<file path="src/rtl/pbw_pkg.sv">
package pbw_pkg;
  typedef enum logic [2:0] {
    ST_IDLE,
    ST_WAIT_FULL,
    ST_REQ_BURST,
    ST_DRAIN,
    ST_WAIT_EMPTY
  } seq_state_t;
endpackage

</file>
<file path="src/rtl/pbw_bank.sv">
module pbw_bank #(
  parameter int DATA_W = 12,
  parameter int DEPTH  = 16
) (
  input  logic              clk,
  input  logic              rst_n,
  input  logic              flush,
  input  logic              wr_en,
  input  logic [DATA_W-1:0] wr_data,
  input  logic              rd_en,
  output logic [DATA_W-1:0] rd_data,
  output logic              full,
  output logic              empty,
  output logic              one_left
);
  localparam int PW = (DEPTH > 1) ? $clog2(DEPTH) : 1;
  localparam int CW = $clog2(DEPTH + 1);
  localparam logic [PW-1:0] LAST = PW'(DEPTH - 1);

  logic [DATA_W-1:0] store [DEPTH];
  logic [PW-1:0]     wp, rp;
  logic [CW-1:0]     cnt;

  assign full     = (cnt == CW'(DEPTH));
  assign empty    = (cnt == '0);
  assign one_left = (cnt == CW'(DEPTH - 1));
  assign rd_data  = store[rp];

  always_ff @(posedge clk) begin
    if (wr_en) store[wp] <= wr_data;
  end

  always_ff @(posedge clk) begin
    if (!rst_n || flush) begin
      wp  <= '0;
      rp  <= '0;
      cnt <= '0;
    end else begin
      if (wr_en) wp <= (wp == LAST) ? '0 : wp + 1'b1;
      if (rd_en) rp <= (rp == LAST) ? '0 : rp + 1'b1;
      case ({wr_en, rd_en})
        2'b10:   cnt <= cnt + 1'b1;
        2'b01:   cnt <= cnt - 1'b1;
        default: cnt <= cnt;
      endcase
    end
  end

  AST_NO_POP_EMPTY: assert property (@(posedge clk) disable iff (!rst_n) rd_en |-> !empty);
  AST_NO_PUSH_FULL: assert property (@(posedge clk) disable iff (!rst_n) wr_en |-> !full);
endmodule

</file>
<file path="src/rtl/pbw_fill.sv">
module pbw_fill (
  input  logic       clk,
  input  logic       rst_n,
  input  logic       flush,
  input  logic       s_valid,
  input  logic       capture_on,
  input  logic [1:0] bank_full,
  input  logic [1:0] bank_one_left,
  input  logic       drain_busy,
  input  logic       drain_sel,
  output logic [1:0] wr_en,
  output logic       s_ready,
  output logic       overflow
);
  logic fill_sel;
  logic blocked;

  assign blocked = bank_full[fill_sel] || (drain_busy && (drain_sel == fill_sel));
  assign s_ready = capture_on && !blocked;

  for (genvar b = 0; b < 2; b++) begin : g_wr
    assign wr_en[b] = s_valid && s_ready && (fill_sel == 1'(b));
  end

  always_ff @(posedge clk) begin
    if (!rst_n || flush) begin
      fill_sel <= 1'b0;
      overflow <= 1'b0;
    end else begin
      if (s_valid && s_ready && bank_one_left[fill_sel]) fill_sel <= ~fill_sel;
      if (s_valid && capture_on && blocked) overflow <= 1'b1;
    end
  end

  AST_FILL_NOT_DRAINING: assert property (@(posedge clk) disable iff (!rst_n)
    (drain_busy && (wr_en != 2'b00)) |-> !wr_en[drain_sel]);
endmodule

</file>
<file path="src/rtl/pbw_seq.sv">
module pbw_seq
  import pbw_pkg::*;
#(
  parameter int DEPTH      = 16,
  parameter int CAP_BURSTS = 8,
  parameter int ADDR_W     = 12
) (
  input  logic              clk,
  input  logic              rst_n,
  input  logic              acq_en,
  input  logic              host_clear,
  input  logic [1:0]        bank_full,
  input  logic [1:0]        bank_empty,
  input  logic              mem_ready,
  output logic              mem_req,
  output logic              mem_wvalid,
  output logic [ADDR_W-1:0] mem_addr,
  output logic [1:0]        rd_en,
  output logic              drain_sel,
  output logic              drain_busy,
  output logic              capture_on,
  output logic              cap_reached
);
  localparam int BTW = (DEPTH > 1) ? $clog2(DEPTH) : 1;
  localparam int CTW = $clog2(CAP_BURSTS + 1);

  seq_state_t        state;
  logic [BTW-1:0]    beat_cnt;
  logic [CTW-1:0]    burst_cnt;
  logic [ADDR_W-1:0] addr;
  logic              done;

  assign mem_req     = (state == ST_REQ_BURST);
  assign mem_wvalid  = (state == ST_DRAIN);
  assign mem_addr    = addr;
  assign drain_busy  = (state == ST_REQ_BURST) || (state == ST_DRAIN) || (state == ST_WAIT_EMPTY);
  assign capture_on  = acq_en && (state != ST_IDLE) && !done;
  assign cap_reached = done;

  for (genvar b = 0; b < 2; b++) begin : g_rd
    assign rd_en[b] = mem_wvalid && mem_ready && (drain_sel == 1'(b));
  end

  always_ff @(posedge clk) begin
    if (!rst_n) begin
      state     <= ST_IDLE;
      beat_cnt  <= '0;
      burst_cnt <= '0;
      addr      <= '0;
      drain_sel <= 1'b0;
      done      <= 1'b0;
    end else if (host_clear) begin
      state     <= acq_en ? ST_WAIT_FULL : ST_IDLE;
      beat_cnt  <= '0;
      burst_cnt <= '0;
      addr      <= '0;
      drain_sel <= 1'b0;
      done      <= 1'b0;
    end else begin
      case (state)
        ST_IDLE:      if (acq_en && !done) state <= ST_WAIT_FULL;
        ST_WAIT_FULL: if (bank_full[drain_sel]) state <= ST_REQ_BURST;
        ST_REQ_BURST: if (mem_ready) begin
          state    <= ST_DRAIN;
          beat_cnt <= '0;
        end
        ST_DRAIN: if (mem_ready) begin
          addr     <= addr + 1'b1;
          beat_cnt <= beat_cnt + 1'b1;
          if (beat_cnt == BTW'(DEPTH - 1)) state <= ST_WAIT_EMPTY;
        end
        ST_WAIT_EMPTY: if (bank_empty[drain_sel]) begin
          drain_sel <= ~drain_sel;
          burst_cnt <= burst_cnt + 1'b1;
          if (burst_cnt == CTW'(CAP_BURSTS - 1)) begin
            state <= ST_IDLE;
            done  <= 1'b1;
          end else begin
            state <= ST_WAIT_FULL;
          end
        end
        default: state <= ST_IDLE;
      endcase
    end
  end

  AST_REQ_NEEDS_FULL: assert property (@(posedge clk) disable iff (!rst_n)
    $rose(mem_req) |-> bank_full[drain_sel]);
  AST_RETURN_AFTER_EMPTY: assert property (@(posedge clk) disable iff (!rst_n)
    ((state == ST_WAIT_EMPTY) && !host_clear && !bank_empty[drain_sel]) |=> (state == ST_WAIT_EMPTY));
endmodule

</file>
<file path="src/rtl/pingpong_burst_writer.sv">
module pingpong_burst_writer #(
  parameter int DATA_W     = 12,
  parameter int FIFO_DEPTH = 16,
  parameter int CAP_BURSTS = 8,
  parameter int ADDR_W     = 12,
  localparam int BURST_W   = $clog2(FIFO_DEPTH + 1)
) (
  input  logic               clk,
  input  logic               rst_n,
  input  logic               acq_en,
  input  logic               host_clear,
  input  logic               s_valid,
  input  logic [DATA_W-1:0]  s_data,
  output logic               s_ready,
  output logic               mem_req,
  output logic [BURST_W-1:0] mem_burst,
  output logic               mem_wvalid,
  output logic [DATA_W-1:0]  mem_wdata,
  output logic [ADDR_W-1:0]  mem_addr,
  input  logic               mem_ready,
  output logic               cap_reached,
  output logic               overflow
);
  logic [1:0]        wr_en, rd_en, bank_full, bank_empty, bank_one_left;
  logic [DATA_W-1:0] bank_rdata [2];
  logic              drain_sel, drain_busy, capture_on;

  for (genvar b = 0; b < 2; b++) begin : g_bank
    pbw_bank #(.DATA_W(DATA_W), .DEPTH(FIFO_DEPTH)) u_bank (
      .clk      (clk),
      .rst_n    (rst_n),
      .flush    (host_clear),
      .wr_en    (wr_en[b]),
      .wr_data  (s_data),
      .rd_en    (rd_en[b]),
      .rd_data  (bank_rdata[b]),
      .full     (bank_full[b]),
      .empty    (bank_empty[b]),
      .one_left (bank_one_left[b])
    );
  end

  pbw_fill u_fill (
    .clk           (clk),
    .rst_n         (rst_n),
    .flush         (host_clear),
    .s_valid       (s_valid),
    .capture_on    (capture_on),
    .bank_full     (bank_full),
    .bank_one_left (bank_one_left),
    .drain_busy    (drain_busy),
    .drain_sel     (drain_sel),
    .wr_en         (wr_en),
    .s_ready       (s_ready),
    .overflow      (overflow)
  );

  pbw_seq #(.DEPTH(FIFO_DEPTH), .CAP_BURSTS(CAP_BURSTS), .ADDR_W(ADDR_W)) u_seq (
    .clk         (clk),
    .rst_n       (rst_n),
    .acq_en      (acq_en),
    .host_clear  (host_clear),
    .bank_full   (bank_full),
    .bank_empty  (bank_empty),
    .mem_ready   (mem_ready),
    .mem_req     (mem_req),
    .mem_wvalid  (mem_wvalid),
    .mem_addr    (mem_addr),
    .rd_en       (rd_en),
    .drain_sel   (drain_sel),
    .drain_busy  (drain_busy),
    .capture_on  (capture_on),
    .cap_reached (cap_reached)
  );

  assign mem_burst = BURST_W'(FIFO_DEPTH);
  assign mem_wdata = bank_rdata[drain_sel];

  AST_ONE_STROBE: assert property (@(posedge clk) disable iff (!rst_n)
    !(mem_req && mem_wvalid));
  AST_REQ_HOLD: assert property (@(posedge clk) disable iff (!rst_n || host_clear)
    (mem_req && !mem_ready) |=> (mem_req && $stable(mem_addr)));
  AST_BEAT_HOLD: assert property (@(posedge clk) disable iff (!rst_n || host_clear)
    (mem_wvalid && !mem_ready) |=> (mem_wvalid && $stable(mem_wdata) && $stable(mem_addr)));
  AST_CAP_QUIET: assert property (@(posedge clk) disable iff (!rst_n)
    cap_reached |-> (!mem_req && !mem_wvalid && !s_ready));
  AST_OVF_STICKY: assert property (@(posedge clk) disable iff (!rst_n)
    (overflow && !host_clear) |=> overflow);
endmodule

</file>
<file path="config.mk">
export PLATFORM = sky130hd
export DESIGN_NAME = pingpong_burst_writer
export DESIGN_NICKNAME = d
export VERILOG_FILES = /design/src/rtl/pbw_pkg.sv /design/src/rtl/pbw_bank.sv /design/src/rtl/pbw_fill.sv /design/src/rtl/pbw_seq.sv /design/src/rtl/pingpong_burst_writer.sv
export SDC_FILE = /design/constraint.sdc
export NUM_CORES = 1
export LEC_CHECK = 0
export BUFFER_PORTS_ARGS = -buffer_cell sky130_fd_sc_hd__buf_4
export CORE_MARGIN = 1.5
export CORE_UTILIZATION = 30
export DETAILED_ROUTE_END_ITERATION = 6
export PLACE_DENSITY_LB_ADDON = 0.05
export RECOVER_POWER = 50
export SLEW_MARGIN = 20
export SYNTH_ARGS = -nofsm -noshare
export SYNTH_HDL_FRONTEND = slang
export SYNTH_SLANG_ARGS = --single-unit
export TNS_END_PERCENT = 1
</file>
<file path="constraint.sdc">
create_clock -name clk -period 3.3 [get_ports clk]
set_input_delay 0.495 -clock clk [delete_from_list [all_inputs] [get_ports clk]]
set_output_delay 0.495 -clock clk [all_outputs]
set_load 0.02 [all_outputs]
</file>
[After elaboration in Yosys (flattened, before gate mapping)]
Memories as Yosys holds them, arrays and structs flattened. A register that Yosys moved wholly into a read port is not among the register bits.
Cells that the tools add are included.
W data, S select, Z words.
Word-level totals
  register bits after elaboration: 53
  bits in writable memories: 384
  input bits: 18
  memories: 2
Cells by class
  bitwise operators: 4
  mux-type cells: 38
  $lt $le $gt $ge: 3
  $add $sub $neg: 11
  eq/ne operators: 27
  reduce and logical (&&, ||, !) cells: 34
Memories
  g_bank[0].u_bank.store: depth 16, width 12, rd ports 1, clocked after memory_dff 1, wr ports 1, line pbw_bank.sv:20  | logic [DATA_W-1:0] store [DEPTH];
  g_bank[1].u_bank.store: depth 16, width 12, rd ports 1, clocked after memory_dff 1, wr ports 1, line pbw_bank.sv:20
Operators by type and width (count)
  $mux W4: 10
  $mux W12: 3
  $add A4 B1 Y4 const B: 6
  $mux W3: 7
  $eq A4 B4 Y1 const B: 5
  $pmux W5 S2: 2
  $pmux W3 S5: 1
  $logic_and A1 B1 Y1: 14
  $mux W1: 14
  $add A12 B1 Y12 const B: 1
  $add A5 B1 Y5 const B: 2
  $eq A5 B4 Y1 const B: 2
  $eq A5 B5 Y1 const B: 2
  $logic_not A5 Y1: 2
  $sub A5 B1 Y5 const B: 2
  $ne A3 B2 Y1 const B: 3
  $ne A3 B3 Y1 const B: 3
  $pmux W4 S2: 1
  $eq A3 B2 Y1 const B: 2
  $reduce_and A3 Y1: 2
  $reduce_and A6 Y1: 1
  $reduce_bool A2 Y1: 3
  $eq A2 B1 Y1 const B: 2
  $eq A2 B2 Y1 const B: 2
  16 further kinds: 25

[Depth between registers and ports, before layout]
  depth in word-level cells: 11
  mapped depth: 14
  gate-level depth less buffers: 12

[Hierarchy]
Synthesis repeated with hierarchy kept, for this count alone.
Second synthesis, totals
  cells, all modules: 1029
  area, all modules: 18109.9 µm²
By module, submodules not included
  pbw_bank: area an instance 8211.6 µm², seq. area each 6105.9 µm², instances 2, cells an instance 419
  pbw_seq: area an instance 1315.0 µm², seq. area each 500.5 µm², instances 1, cells an instance 155
  pingpong_burst_writer: area an instance 229.0 µm², seq. area each 0.0 µm², instances 1, cells an instance 20
  pbw_fill: area an instance 142.6 µm², seq. area each 40.0 µm², instances 1, cells an instance 16

[Worst setup path before layout]
No wires, ideal clock.
  path kind: in2reg
  start point: input acq_en
  end point: register g_bank[1].u_bank.cnt[4]
  library setup time: 70 ps
  slack: 360 ps
  path buffers: 1
  cell stages on the path: 13
  arrival time: 2870 ps
  cell sequence: nor2b_1 -> o311a_1 -> and3_1 -> buf_2 -> inv_1 -> ha_1 -> xor2_1 -> ha_1 -> a211o_1 -> a21oi_1 -> a221oi_1 -> or3_1 -> a21oi_1
On the way
  cells in the longest elaborated chain, start to end: 7
  elaborated cells on any way between the ends: 9
  classes of those cells: eq/ne: 2; mux: 1; reduce/logical: 6
Ends and longest elaborated chain
  start: declaration: line pingpong_burst_writer.sv:10  | input logic acq_en,
  $logic_and A1 B1 Y1 (*) (2 in a row): line pbw_seq.sv:37  | assign capture_on = acq_en && (state != ST_IDLE) && !done;
  $logic_and A1 B1 Y1 (*): line pbw_fill.sv:19  | assign s_ready = capture_on && !blocked;
  $logic_and A1 B1 Y1 (*) (2 in a row): line pbw_fill.sv:22  | assign wr_en[b] = s_valid && s_ready && (fill_sel == 1'(b));
  $eq A2 B1 Y1 or $eq A2 B2 Y1 (tied branches): line pbw_bank.sv:41  | case ({wr_en, rd_en})
  $pmux W5 S2 or $reduce_bool A2 Y1 (tied branches)
  end signal: assignment: line pbw_bank.sv:42  | 2'b10: cnt <= cnt + 1'b1;
  end signal: assignment: line pbw_bank.sv:43  | 2'b01: cnt <= cnt - 1'b1;
  end signal: assignment: line pbw_bank.sv:44  | default: cnt <= cnt;
  end: declaration: line pbw_bank.sv:22  | logic [CW-1:0] cnt;
Mark *: on every way between the ends. The rest lies on a longest branch, timed or not.
A chain may end at the register's enable or synchronous reset.

==> impl_metrics.csv <==
group,metric,value,unit
detailed_routing,drt-total-wl,44070,µm
clock_network,cts_buffers,52,
worst_setup_path,worst_path_max_delay_cell,"mux4_2",
synth,seq_area_frac_synth,71.27,%
clock_network,clk_latency,590,ps
timing,fin_skew,11.18,ps
timing,finalSetupTns,0,ps
layout,n_fill_cell,5643,
synth,avgSynthCellArea,18.16,µm²
detailed_routing,drt_iter0_markers,506,
timing,max_freq,310.0,MHz
clock_network,root_buffer,"clkbuf_16",
worst_setup_path,r2r_start,"u_seq.state[1]",
detailed_routing,wl_per_cell,22.99,µm
worst_setup_path,critPathLaunchType,"register",
detailed_routing,drtAntennaViolNets,0,
synth,yosysWarnings,0,
detailed_routing,vias_per_cell,4.753,
status,violations,"max-capacitance violations",
floorplan,core_area,59020,µm²
worst_setup_path,critical-path-top-delay-family,"multiplexers",
timing,relSlewSlack,0.4679,%
timing,rsz0062_at_grt,"yes",
placed_design,dp_cells,1816,
power,ir_drop,0.3923,mV
detailed_routing,dr.pass1.iters,4,
timing,setup_ws,73.68,ps
hold_path,min-delay-start,"mem_ready",
worst_setup_path,rrSetupSlack,300,ps
floorplan,ioPinCount,52,
timing,period_minus_slack,3226,ps
global_route,grt_pass1_wl,66120,µm
floorplan,num_rows,89,
layout,regArea,12770,µm²
clock_network,cts_tree,"done",
floorplan,die_y,247.2,µm
layout,fin_nets,1142,
clock_network,clkTransAtPathRegs,60,ps
floorplan,die_area,61120,µm²
clock_network,clockBufferDepth,3,
flow_run,max-cap-violations,1,
worst_setup_path,crit_type,"reg2out",
clock_network,cts_sinks,445,
synth,synth-edff-count,384,
worst_setup_path,path_cells,"buf_16, mux4_2, mux4_2, a21o_1, buf_6",
synth,synth_flop_cell,"edfxtp_1",
worst_setup_path,cp-end-kind,"output pin",
detailed_routing,vias,9112,
global_route,first_global_vias,9774,
global_route,antenna_found_initial,0,
floorplan,die_x,247.2,µm
power,powerDensity,553.1,nW/µm²
timing,whs,154.8,ps
placed_design,place.gp.congestion,0.6846,
layout,fin_area,21160,µm²
layout,n_antenna_cell,0,
placed_design,dpl_worst_slack,256.3,ps
layout,syn_to_final_growth,18.24,%
global_route,overflow,0,
worst_setup_path,cp_data_arrival_time,2730,ps
worst_setup_path,cpMostUsedCell,"mux4_2",
synth,async_flop_share,0,%
hold_path,hp-class,"in2reg",
placed_design,place_area,19610,µm²
layout,multi_input_area,4843,µm²
timing,tightest_slew,1493,ps
worst_setup_path,worst-path-buf-inv,2,
synth,synthDistinctLibCells,60,
worst_setup_path,slowest_delay,550,ps
floorplan,initial_core_util,30.32,%
status,status,"finished with violations",
clock_network,ctsHtreeMaxLevel,2,
timing,min_period_over_period,97.77,%
synth,synth-seq-cells,445,
timing,hold_viol,0,
detailed_routing,drc_errors,0,
timing,finalMaxSlewViolations,0,
placed_design,dp_hpwl,26830,µm
worst_setup_path,worstPathRequired,2800,ps
global_route,grt_usage,14.93,%
layout,drive_above_1_share,23.34,%
global_route,grt_max_degree,40,
power,p_leak,6.682,nW
synth,netlist_area,17890,µm²
placed_design,io_buffers,46,
timing,setup_viol,0,
synth,synth_cells,985,
worst_setup_path,crit_fanout,24,
layout,layout.cells.non_filler,1917,
## sequential cells by signal, summed over array words and instances, names as in the netlist, named ones only
name                 cells
u_fill.fill_sel          1
u_seq.cap_reached        1
g_bank.u_bank.cnt       10
g_bank.u_bank.wp         8
u_seq.state              3
u_seq.drain_sel          1
u_seq.beat_cnt           4
g_bank.u_bank.rp         8
u_fill.overflow          1
u_seq.burst_cnt          4
g_bank.u_bank.store    384
u_seq.mem_addr          12
## placed cells by master (no fill, tap or decap), types with 13 or more instances in the layout
master	n
buf_12	14
xor2_1	14
a21oi_1	28
and2_1	16
clkinv_1	13
a21o_1	15
clkbuf_1	46
inv_1	15
mux4_2	104
nand3_1	14
dfxtp_1	56
nor2_1	64
buf_4	69
o22ai_1	13
edfxtp_1	384
mux2i_1	30
clkbuf_16	53
ha_1	20
nand2_1	32
## cells by family after synthesis
family                     after synthesis  share of synthesized area (%)
muxes                                  138                          15.36
and+or+nand+nor                        182                          4.958
other                                    2                        0.04197
adders and majority gates               20                          1.399
buffers and inverters                   69                          1.846
DFF                                    445                          71.27
xor gates and xnor gates                26                          1.273
AOI/OAI and AO/OA                      103                          3.853
## final cells by class
| type | count | share of cell area [%] |
|---|---|---|
| clock buffer | 70 | 6.618 |
| clock inverter | 24 | 0.7630 |
| inverter | 15 | 0.2661 |
| multi-input combinational | 474 | 22.89 |
| sequential | 445 | 60.34 |
| tap | 773 | 4.572 |
| timing repair buffer | 116 | 4.542 |
## path summary, 6_finish.rpt
| kind | end | depth (start not counted) |
|---|---|---|
| max reg2reg | g_bank[1].u_bank.cnt[4] | 12 |
| max | mem_wdata[0] | 5 |
| min | u_seq.beat_cnt[0] | 2 |
| min reg2reg | u_seq.beat_cnt[1] | 2 |
## synthesized netlist by cell type, types with 7 or more instances
library cell	instances	area, µm²
o22ai_1	13	81.33
and2_1	16	100.1
nor3_1	12	60.06
edfxtp_1	384	11530
xnor2_1	12	105.1
inv_1	15	56.30
nand3_1	14	70.07
ha_1	20	250.2
a21o_1	15	112.6
a21oi_1	28	140.1
xor2_1	14	122.6
nand2_1	32	120.1
nor2_1	64	240.2
nand4_1	8	50.05
nand2b_1	10	62.56
dfxtp_1	61	1221
buf_2	18	90.09
o21ai_0	12	60.06
mux2i_1	30	300.3
mux4_2	104	2342
clkbuf_1	23	86.33
or3_1	7	43.79
## metrics by stage
step	total power, mW	utilization (%)
final	11.70	35.84
after global routing	12.14	35.84
after CTS	11.92	35.94
after detailed placement	6.462	33.23
after global placement	6.461	33.23
after floorplan	6.327	-
## per-layer routing
layer / vias to the layer above / wire length [µm] / GRT usage (%)
li1: 4177 / - / -
met1: 4706 / 20570 / 20.72
met2: 158 / 20630 / 23.84
met3: 71 / 2022 / 3.126
met4: 0 / 844 / 3.779
met5: - / 0 / 0
## repair_timing
item	4_1_cts	5_1_grt
hold buffers	0	0
endpoints found under the setup margin	5	10
gates resized for setup	2	3
setup buffers	2	5
## power by group
group          internal (mW)  leakage [nW]  switching [mW]
Sequential              6.12          3.95         0.00848
Combinational         0.0561          1.97           0.152
Clock                   3.11         0.764            2.26
Total                   9.28          6.68            2.42
Power figures use the tool's default switching activity.
